### src/rtl/irq_sec_pkg.sv
package irq_sec_pkg;

    // Width of the effective priority level and of the raw field
    localparam int LVL_W = 8;
    localparam int RAW_W = 3;

    // Configuration word selector
    typedef enum logic {
        SEL_CTRL   = 1'b0,
        SEL_TARGET = 1'b1
    } cfg_sel_e;

    // One candidate line after mapping and masking
    typedef struct packed {
        logic             vld;
        logic             ns;
        logic [LVL_W-1:0] lvl;
    } cand_t;

endpackage

### src/rtl/irq_cfg_regs.sv
module irq_cfg_regs
    import irq_sec_pkg::*;
#(
    parameter int NUM_LINES = 32
) (
    input  logic                 clk,
    input  logic                 rst_n,
    input  logic                 wr_i,
    input  logic                 sec_i,
    input  logic                 sel_i,
    input  logic [NUM_LINES-1:0] wdata_i,
    output logic                 remap_o,
    output logic [NUM_LINES-1:0] tgt_ns_o,
    output logic [NUM_LINES-1:0] rdata_o
);

    logic                 remap_q;
    logic [NUM_LINES-1:0] tgt_q;
    cfg_sel_e             sel;

    assign sel = cfg_sel_e'(sel_i);

    // Only writes flagged secure reach the storage
    always_ff @(posedge clk or negedge rst_n) begin
        if (!rst_n) begin
            remap_q <= 1'b0;
            tgt_q   <= '0;
        end else if (wr_i && sec_i) begin
            unique case (sel)
                SEL_CTRL:   remap_q <= wdata_i[0];
                SEL_TARGET: tgt_q   <= wdata_i;
            endcase
        end
    end

    always_comb begin
        unique case (sel)
            SEL_CTRL:   rdata_o = {{(NUM_LINES-1){1'b0}}, remap_q};
            SEL_TARGET: rdata_o = tgt_q;
        endcase
    end

    assign remap_o  = remap_q;
    assign tgt_ns_o = tgt_q;

endmodule

### src/rtl/irq_line_eval.sv
module irq_line_eval
    import irq_sec_pkg::*;
#(
    parameter int NUM_LINES = 32
) (
    input  logic [NUM_LINES-1:0]       pend_i,
    input  logic [NUM_LINES*RAW_W-1:0] prio_i,
    input  logic [NUM_LINES-1:0]       tgt_ns_i,
    input  logic                       remap_i,
    input  logic                       s_pmask_i,
    input  logic                       ns_pmask_i,
    input  logic [LVL_W-1:0]           s_bpri_i,
    input  logic [LVL_W-1:0]           ns_bpri_i,
    output cand_t                      cand_o [NUM_LINES]
);

    localparam int PAD_W = LVL_W - RAW_W;

    logic s_thr_on, ns_thr_on, all_block;

    assign s_thr_on  = (s_bpri_i != '0);
    assign ns_thr_on = (ns_bpri_i != '0);
    assign all_block = s_pmask_i | ns_pmask_i;

    for (genvar i = 0; i < NUM_LINES; i++) begin : g_line
        logic [RAW_W-1:0] raw;
        logic [LVL_W-1:0] base, eff;
        logic             s_hit, ns_hit;

        assign raw  = prio_i[i*RAW_W +: RAW_W];
        assign base = {raw, {PAD_W{1'b0}}};
        // Remapped non-secure lines land in the lower half: 0x80 | base>>1
        assign eff  = (tgt_ns_i[i] && remap_i) ? {1'b1, base[LVL_W-1:1]} : base;

        // Both states' thresholds act on the shared level space
        assign s_hit  = s_thr_on  && (eff >= s_bpri_i);
        assign ns_hit = ns_thr_on && (eff >= ns_bpri_i);

        assign cand_o[i].vld = pend_i[i] && !all_block && !s_hit && !ns_hit;
        assign cand_o[i].ns  = tgt_ns_i[i];
        assign cand_o[i].lvl = eff;
    end

endmodule

### src/rtl/irq_pick_tree.sv
module irq_pick_tree
    import irq_sec_pkg::*;
#(
    parameter int NUM_LINES = 32
) (
    input  cand_t                     cand_i [NUM_LINES],
    output cand_t                     win_o,
    output logic [$clog2(NUM_LINES)-1:0] win_idx_o
);

    localparam int IDX_W = $clog2(NUM_LINES);
    localparam int LEAVES = 1 << IDX_W;
    localparam int NODES  = 2 * LEAVES - 1;

    cand_t            node [NODES];
    logic [IDX_W-1:0] nidx [NODES];

    // Leaves: real lines, then empty padding
    for (genvar j = 0; j < LEAVES; j++) begin : g_leaf
        if (j < NUM_LINES) begin : g_real
            assign node[LEAVES-1+j] = cand_i[j];
        end else begin : g_pad
            assign node[LEAVES-1+j] = '0;
        end
        assign nidx[LEAVES-1+j] = IDX_W'(j);
    end

    // Inner nodes: left child holds lower indices and wins ties
    for (genvar k = 0; k < LEAVES - 1; k++) begin : g_node
        logic take_r;
        assign take_r = node[2*k+2].vld &&
                        (!node[2*k+1].vld || (node[2*k+2].lvl < node[2*k+1].lvl));
        assign node[k] = take_r ? node[2*k+2] : node[2*k+1];
        assign nidx[k] = take_r ? nidx[2*k+2] : nidx[2*k+1];
    end

    assign win_o     = node[0];
    assign win_idx_o = nidx[0];

endmodule

### src/rtl/irq_sec_arbiter.sv
module irq_sec_arbiter
    import irq_sec_pkg::*;
#(
    parameter int NUM_LINES = 32,
    localparam int IDX_W = $clog2(NUM_LINES)
) (
    input  logic                       clk,
    input  logic                       rst_n,
    input  logic [NUM_LINES-1:0]       pend_i,
    input  logic [NUM_LINES*RAW_W-1:0] prio_i,
    input  logic [LVL_W:0]             cur_level_i,
    input  logic                       s_pmask_i,
    input  logic                       ns_pmask_i,
    input  logic [LVL_W-1:0]           s_bpri_i,
    input  logic [LVL_W-1:0]           ns_bpri_i,
    input  logic                       cfg_wr_i,
    input  logic                       cfg_sec_i,
    input  logic                       cfg_sel_i,
    input  logic [NUM_LINES-1:0]       cfg_wdata_i,
    output logic [NUM_LINES-1:0]       cfg_rdata_o,
    output logic                       irq_valid_o,
    output logic [IDX_W-1:0]           irq_id_o,
    output logic                       irq_ns_o,
    output logic [LVL_W-1:0]           irq_level_o,
    output logic                       preempt_o
);

    logic                 remap_w;
    logic [NUM_LINES-1:0] tgt_w;
    cand_t                cand [NUM_LINES];
    cand_t                win;
    logic [IDX_W-1:0]     win_idx;
    logic                 win_pre;

    irq_cfg_regs #(.NUM_LINES(NUM_LINES)) u_cfg (
        .clk      (clk),
        .rst_n    (rst_n),
        .wr_i     (cfg_wr_i),
        .sec_i    (cfg_sec_i),
        .sel_i    (cfg_sel_i),
        .wdata_i  (cfg_wdata_i),
        .remap_o  (remap_w),
        .tgt_ns_o (tgt_w),
        .rdata_o  (cfg_rdata_o)
    );

    irq_line_eval #(.NUM_LINES(NUM_LINES)) u_eval (
        .pend_i     (pend_i),
        .prio_i     (prio_i),
        .tgt_ns_i   (tgt_w),
        .remap_i    (remap_w),
        .s_pmask_i  (s_pmask_i),
        .ns_pmask_i (ns_pmask_i),
        .s_bpri_i   (s_bpri_i),
        .ns_bpri_i  (ns_bpri_i),
        .cand_o     (cand)
    );

    irq_pick_tree #(.NUM_LINES(NUM_LINES)) u_tree (
        .cand_i    (cand),
        .win_o     (win),
        .win_idx_o (win_idx)
    );

    assign win_pre = win.vld && ({1'b0, win.lvl} < cur_level_i);

    always_ff @(posedge clk or negedge rst_n) begin
        if (!rst_n) begin
            irq_valid_o <= 1'b0;
            irq_id_o    <= '0;
            irq_ns_o    <= 1'b0;
            irq_level_o <= '0;
            preempt_o   <= 1'b0;
        end else if (win.vld) begin
            irq_valid_o <= 1'b1;
            irq_id_o    <= win_idx;
            irq_ns_o    <= win.ns;
            irq_level_o <= win.lvl;
            preempt_o   <= win_pre;
        end else begin
            irq_valid_o <= 1'b0;
            irq_id_o    <= '0;
            irq_ns_o    <= 1'b0;
            irq_level_o <= '0;
            preempt_o   <= 1'b0;
        end
    end

endmodule

### config.mk
export PLATFORM = sky130hd
export DESIGN_NAME = irq_sec_arbiter
export DESIGN_NICKNAME = d
export VERILOG_FILES = /design/src/rtl/irq_sec_pkg.sv /design/src/rtl/irq_cfg_regs.sv /design/src/rtl/irq_line_eval.sv /design/src/rtl/irq_pick_tree.sv /design/src/rtl/irq_sec_arbiter.sv
export SDC_FILE = /design/constraint.sdc
export NUM_CORES = 1
export LEC_CHECK = 0
export BUFFER_PORTS_ARGS = -buffer_cell sky130_fd_sc_hd__buf_4
export CAP_MARGIN = 20
export CORE_ASPECT_RATIO = 0.8
export CORE_MARGIN = 3
export CORE_UTILIZATION = 59
export DETAILED_ROUTE_END_ITERATION = 12
export PLACE_DENSITY_LB_ADDON = 0.2
export SYNTH_ARGS = -nofsm -noshare
export SYNTH_HDL_FRONTEND = slang
export SYNTH_SLANG_ARGS = --single-unit
### constraint.sdc
create_clock -name clk -period 15.29 [get_ports clk]
set_input_delay 0.7645 -clock clk [delete_from_list [all_inputs] [get_ports clk]]
set_output_delay 0.7645 -clock clk [all_outputs]
set_load 0.02 [all_outputs]
==> impl_metrics.yaml, run 1 <==
critical_path:
  slowest_delay_ps: 850
  regToRegEndpoint: "preempt_o"
  r2r_cells: 48
  startpoint: "s_bpri_i[5]"
  cp_top_family: "compound AO/OA/AOI/OAI gates"
  cp-end-kind: "register"
  worstPathArrival_ps: 11900
  path_buf_inv: 5
  required_ps: 15540
  worst_setup_path_start_kind: "primary input"
  worst-setup-path-type: "in2reg"
  r2r_slack_ps: 3950
  worst_path_most_repeated_cell: "ha_1"
  crit_fanout: 28
  reg2reg_from: "u_cfg.remap_o"
  slowest_stage: "nor4_2"
floorplan:
  num_io_pins: 240
  die_w_um: 184
  initial_utilization_pct: 60.6
  die_area_um2: 27200
  core.rowCount: 51
  core_um2: 24600
  die_height_um: 148
status:
  status: "completed"
clock_tree:
  insertion_delay_ps: 320
  path_clk_slew_ps: 80
  numCtsBuffers: 5
  cts_tree: "built"
  cts_setup_buffers: 0
  hold_buffers: 0
  clockBufferDepth: 2
  cts.sinks: 45
  cts-root-buf: "clkbuf_16"
  htreeDepth: 2
  ctsResizeCount: 0
global_routing:
  track_usage_pct: 37.2
  grt_overflow: 0
  first_global_vias: 15600
  grt_max_degree: 53
  antenna_found_initial: 0
  grt_first_pass_wirelength_um: 81600
timing:
  fin_crit_ps: 11650
  fin_tns_setup_ps: 0
  rsz0062_at_grt: "no"
  slew_headroom_pct: 34.2
  finalHoldViolCount: 0
  slew_violations: 0
  skew_ps: 5.68
  worstMarginPinSlew_ps: 978
  setup_viol: 0
  hold_slack_ps: 513
  finalCritPeriodShare_pct: 76.2
  max_freq_mhz: 85.8
place:
  place.gp.congestion: 0.964
  portBuffers: 235
  hpwl_um: 38900
route:
  drtIter0Drc: 1453
  drtAntennaViolNets: 0
  wl_per_cell_um: 22.1
  vias: 16000
  viasPerCell: 6.77
  dr.pass1.iters: 6
  drt_wl_total_um: 52200
  drt_drc_violations_left: 0
power:
  clock_power_share_pct: 11.6
  swShare_pct: 50.8
  p_per_area_nw_per_um2: 81.0
  p_int_uw: 684
  p_total_uw: 1390
  power_frac_comb_pct: 74.7
  vdd_drop_max_mv: 0.0676
  switching_power_uw: 705
  seqPwrFrac_pct: 13.7
  p_leak_uw: 0.00881
logic_synthesis:
  synth_seq_area_share_pct: 7.56
  netlist_area_um2: 14900
  ys.flop_type: "dfrtp_1"
  yosysWarnings: 0
  post_synth_num_cell_types: 98
  synthesis.instances: 1825
  synth-edff-count: 0
  ys_ff_latch: 45
  ys_async_sr_fraction_pct: 100
  synth.avg_cell_area_um2: 8.16
cells_and_area:
  fillers: 2032
  nets: 2586
  antenna_cells: 0
  drive_gt1_share_pct: 21.1
  area_growth_pct: 15.3
job:
  maxCapViolations: 0
worst_hold_path:
  hold_path.class: "in2async"
## metrics by stage
stage / utilization (%) / setup WS, ps / instances / area (um2)
detailed placement: 69.0 / 3550 / 2351 / 16900
global route: 69.8 / 2980 / 2360 / 17200
finish: 69.8 / 3640 / 2360 / 17200
global placement: 69.0 / 3950 / 2351 / 16900
CTS: 69.8 / 3840 / 2359 / 17100
floorplan: - / 4410 / 1828 / 14900
## how the worst max path moves through the flow
stage | end | slack, ps | cells past startpoint
floorplan | preempt_o | 4410 | 53
global placement | preempt_o | 3950 | 43
detailed placement | preempt_o | 3550 | 45
CTS | preempt_o | 3840 | 45
global route | preempt_o | 2980 | 45
finish | preempt_o | 3640 | 45
## cell usage in the layout, fill, tap and decap left out, types with 7 or more instances in the layout
| cell | instances |
|---|---|
| a211oi_1 | 23 |
| buf_4 | 250 |
| mux2i_1 | 111 |
| a21oi_1 | 170 |
| a21o_1 | 32 |
| ha_1 | 353 |
| nand3_1 | 65 |
| a221oi_1 | 9 |
| nand4_1 | 30 |
| and3_1 | 30 |
| and2_1 | 50 |
| a31oi_1 | 19 |
| a31o_2 | 9 |
| nor2_1 | 60 |
| o21a_1 | 20 |
| o21ai_1 | 22 |
| mux2_2 | 108 |
| nand2b_1 | 20 |
| o221ai_1 | 14 |
| inv_1 | 152 |
| o2111ai_1 | 9 |
| o211ai_1 | 22 |
| a211o_1 | 15 |
| nand2_1 | 151 |
| o21ai_0 | 65 |
| a21boi_0 | 10 |
| dfrtp_1 | 44 |
| nor2b_1 | 7 |
| o22ai_1 | 18 |
## sequential cells by signal, summed over array words and instances, names as in the netlist
name	cells
irq_level_o	4
irq_ns_o	1
preempt_o	1
irq_valid_o	1
irq_id_o	5
u_cfg.tgt_ns_o	32
u_cfg.remap_o	1
## Yosys cell counts, drive strengths merged, types with 30 or more instances
cell type,count,share of area [%]
inv,152,3.8
a21o,32,1.6
mux2i,111,7.5
and2,50,2.1
nand4,30,1.3
nor2,63,1.7
mux2,109,8.3
dfrtp,45,7.6
nand3,66,2.2
ha,353,30
a21oi,176,6.1
and3,30,1.3
nand2,153,3.9
o21ai,89,3.0
## power by group through the flow
| stage | Combinational [uW] | Sequential, uW | Clock [uW] |
|---|---|---|---|
| floorplan | 712 | 191 | 0 |
| finish | 1040 | 190 | 160 |
| CTS | 1020 | 189 | 160 |
| global placement | 967 | 191 | 0 |
| global route | 1150 | 193 | 166 |
| detailed placement | 1010 | 191 | 0 |
## kinds of logic after synthesis
group | synth area share (%)
muxes | 15.7
DFF | 7.56
adders and majority gates | 29.7
buffers and inverters | 5.43
AOI/OAI and AO/OA | 25.5
and+or+nand+nor | 16.0
other | 0.0252
## layer usage
layer,global-route usage (%),vias to the layer above,share of wire (%)
li1,-,7384,-
met3,7.04,167,10
met5,0,-,0
met4,14.0,0,4.2
met1,51.2,7562,43
met2,57.9,854,43
## layout make-up
class                   instances  area (um2)  area share [%]
clock buffers                   5         125           0.729
flip-flops and latches         45        1130            6.57
multi-input cells            1586       13000            75.6
well taps                     318         398            2.32
clock inverters                 3        65.1           0.379
inverters                     152         571            3.33
repair buffers                251        1900            11.1
No activity file was read; power rests on OpenSTA's default activity.
==> run 2, diff against run 1 <==
==> constraint.sdc (replaced) <==
create_clock -name clk -period 11.4 [get_ports clk]
set_input_delay 0.57 -clock clk [delete_from_list [all_inputs] [get_ports clk]]
set_output_delay 0.57 -clock clk [all_outputs]
set_load 0.02 [all_outputs]
==> run 2 against run 1 <==
Power rose by 35%. Die area stayed put. Clock skew is 7.2 ps higher. Register-to-register slack worse by 3400 ps. Largest power group unchanged. Highest routed layer unchanged.
==> impl_metrics.yaml, run 2 (same netlist as run 1, synthesis figures left out) <==
route:
  drtAntennaViolNets: 0
  vias: 16000
  drtIter0Drc: 1560
  wl_per_cell_um: 22.7
  drt_drc_violations_left: 0
  drt_wl_total_um: 54100
  viasPerCell: 6.72
  dr.pass1.iters: 7
timing:
  slew_headroom_pct: 49.4
  fin_tns_setup_ps: 0
  skew_ps: 12.9
  setup_viol: 0
  worstMarginPinSlew_ps: 760
  finalHoldViolCount: 0
  hold_slack_ps: 310
  finalCritPeriodShare_pct: 95.3
  slew_violations: 0
  max_freq_mhz: 92.0
  fin_crit_ps: 10870
power:
  p_total_uw: 1880
  p_leak_uw: 0.00893
  power_frac_comb_pct: 75.4
  clock_power_share_pct: 10.5
  switching_power_uw: 967
  p_int_uw: 909
  p_per_area_nw_per_um2: 108
  swShare_pct: 51.5
  vdd_drop_max_mv: 0.0912
  seqPwrFrac_pct: 14.1
floorplan:
  die_w_um: 184
  die_height_um: 148
  initial_utilization_pct: 60.6
  core.rowCount: 51
  core_um2: 24600
  die_area_um2: 27200
  num_io_pins: 240
global_routing:
  grt_overflow: 0
  use_met3_pct: 6.19
  track_usage_pct: 37.9
  grt.busiest_layer: "met2"
  use_met1_pct: 53.8
  first_global_vias: 15200
  grt_max_degree: 46
  grt_use_met2_pct: 58.1
  antenna_found_initial: 0
  grt_first_pass_wirelength_um: 81900
cells_and_area:
  final_common_cell: "ha_1"
  utilization_pct: 70.7
  largest_register_ffs: 32
  drive_gt1_share_pct: 22.2
  fillers: 1965
  area_growth_pct: 16.7
  nets: 2611
  antenna_cells: 0
  layout_common_cells: "353 x ha_1, 273 x buf_4, 170 x a21oi_1"
critical_path:
  crit_end: "preempt_o"
  startpoint: "u_cfg.remap_o"
  worstPathArrival_ps: 11130
  worst_setup_path_start_kind: "register"
  slowest_stage: "dfrtp_4"
  regToRegEndpoint: "preempt_o"
  r2r_cells: 47
  cp-end-kind: "register"
  worst-setup-path-type: "reg2reg"
  required_ps: 11660
  reg2reg_from: "u_cfg.remap_o"
  crit_fanout: 30
  slowest_delay_ps: 670
  r2r_slack_ps: 530
clock_tree:
  htreeDepth: 2
  cts.sinks: 45
  cts-root-buf: "clkbuf_16"
  path_clk_slew_ps: 90
  insertion_delay_ps: 320
  clockBufferDepth: 2
  numCtsBuffers: 5
  cts_tree: "built"
place:
  portBuffers: 235
  hpwl_um: 41800
  place.gp.congestion: 0.991
worst_hold_path:
  hold_path.class: "in2async"
status:
  status: "completed"
job:
  maxCapViolations: 0
[run 2: layer usage]
layer	vias to the layer above	wire length [um]
li1	7429	-
met1	7531	23600
met2	906	22500
met3	173	5680
met4	0	2330
met5	-	0
[run 2: worst min-delay path by stage]
stage / start / end / slack (ps) / depth (start not counted)
global route: rst_n / irq_level_o[7] / 350 / 1
finish: rst_n / u_cfg.tgt_ns_o[16] / 310 / 1
CTS: rst_n / u_cfg.tgt_ns_o[16] / 340 / 1
detailed placement: u_cfg.tgt_ns_o[4] / u_cfg.tgt_ns_o[4] / 600 / 1
floorplan: rst_n / irq_id_o[0] / 270 / 0
global placement: u_cfg.tgt_ns_o[4] / u_cfg.tgt_ns_o[4] / 600 / 1
[run 2: layout make-up]
class	count	area, um2	share of cell area, %
Tap cell	318	398	2.29
Clock buffer	5	125	0.720
Inverter	152	571	3.28
Sequential cell	45	1130	6.50
Clock inverter	3	46.3	0.267
Timing Repair Buffer	276	2100	12.1
Multi-Input combinational cell	1586	13000	74.8
[run 2: timing repair]
item / in CTS / in global routing
resized for setup: 0 / 7
endpoints found under the hold margin: 0 / 0
buffers inserted: 0 / 5
hold buffers: 0 / 0
endpoints found under the setup margin: 0 / 1
[run 2: power by group through the flow]
| stage | registers, uW | logic [uW] | clock network, uW |
|---|---|---|---|
| floorplan | 256 | 954 | 0 |
| global placement | 263 | 1310 | 0 |
| detailed placement | 263 | 1360 | 0 |
| CTS | 261 | 1370 | 196 |
| global route | 268 | 1550 | 202 |
| finish | 264 | 1410 | 198 |
[run 2: worst max-delay path: cells and delay by family, from the launching register on]
kind            cells  cell delay, ps
compound gates     24            5600
fa+ha+maj           6            1770
buf+inv             7             870
flops               1             670
mux                 4            1160
simple gates        6             720
[run 2: stage by stage]
stage          instances  area (um2)  setup slack [ps]
4_1_cts             2379       17300               260
2_1_floorplan       1828       14900               521
3_5_place_dp        2371       17100               323
5_1_grt             2385       17400             -10.8
3_3_place_gp        2371       17100               642
6_report            2385       17400               531
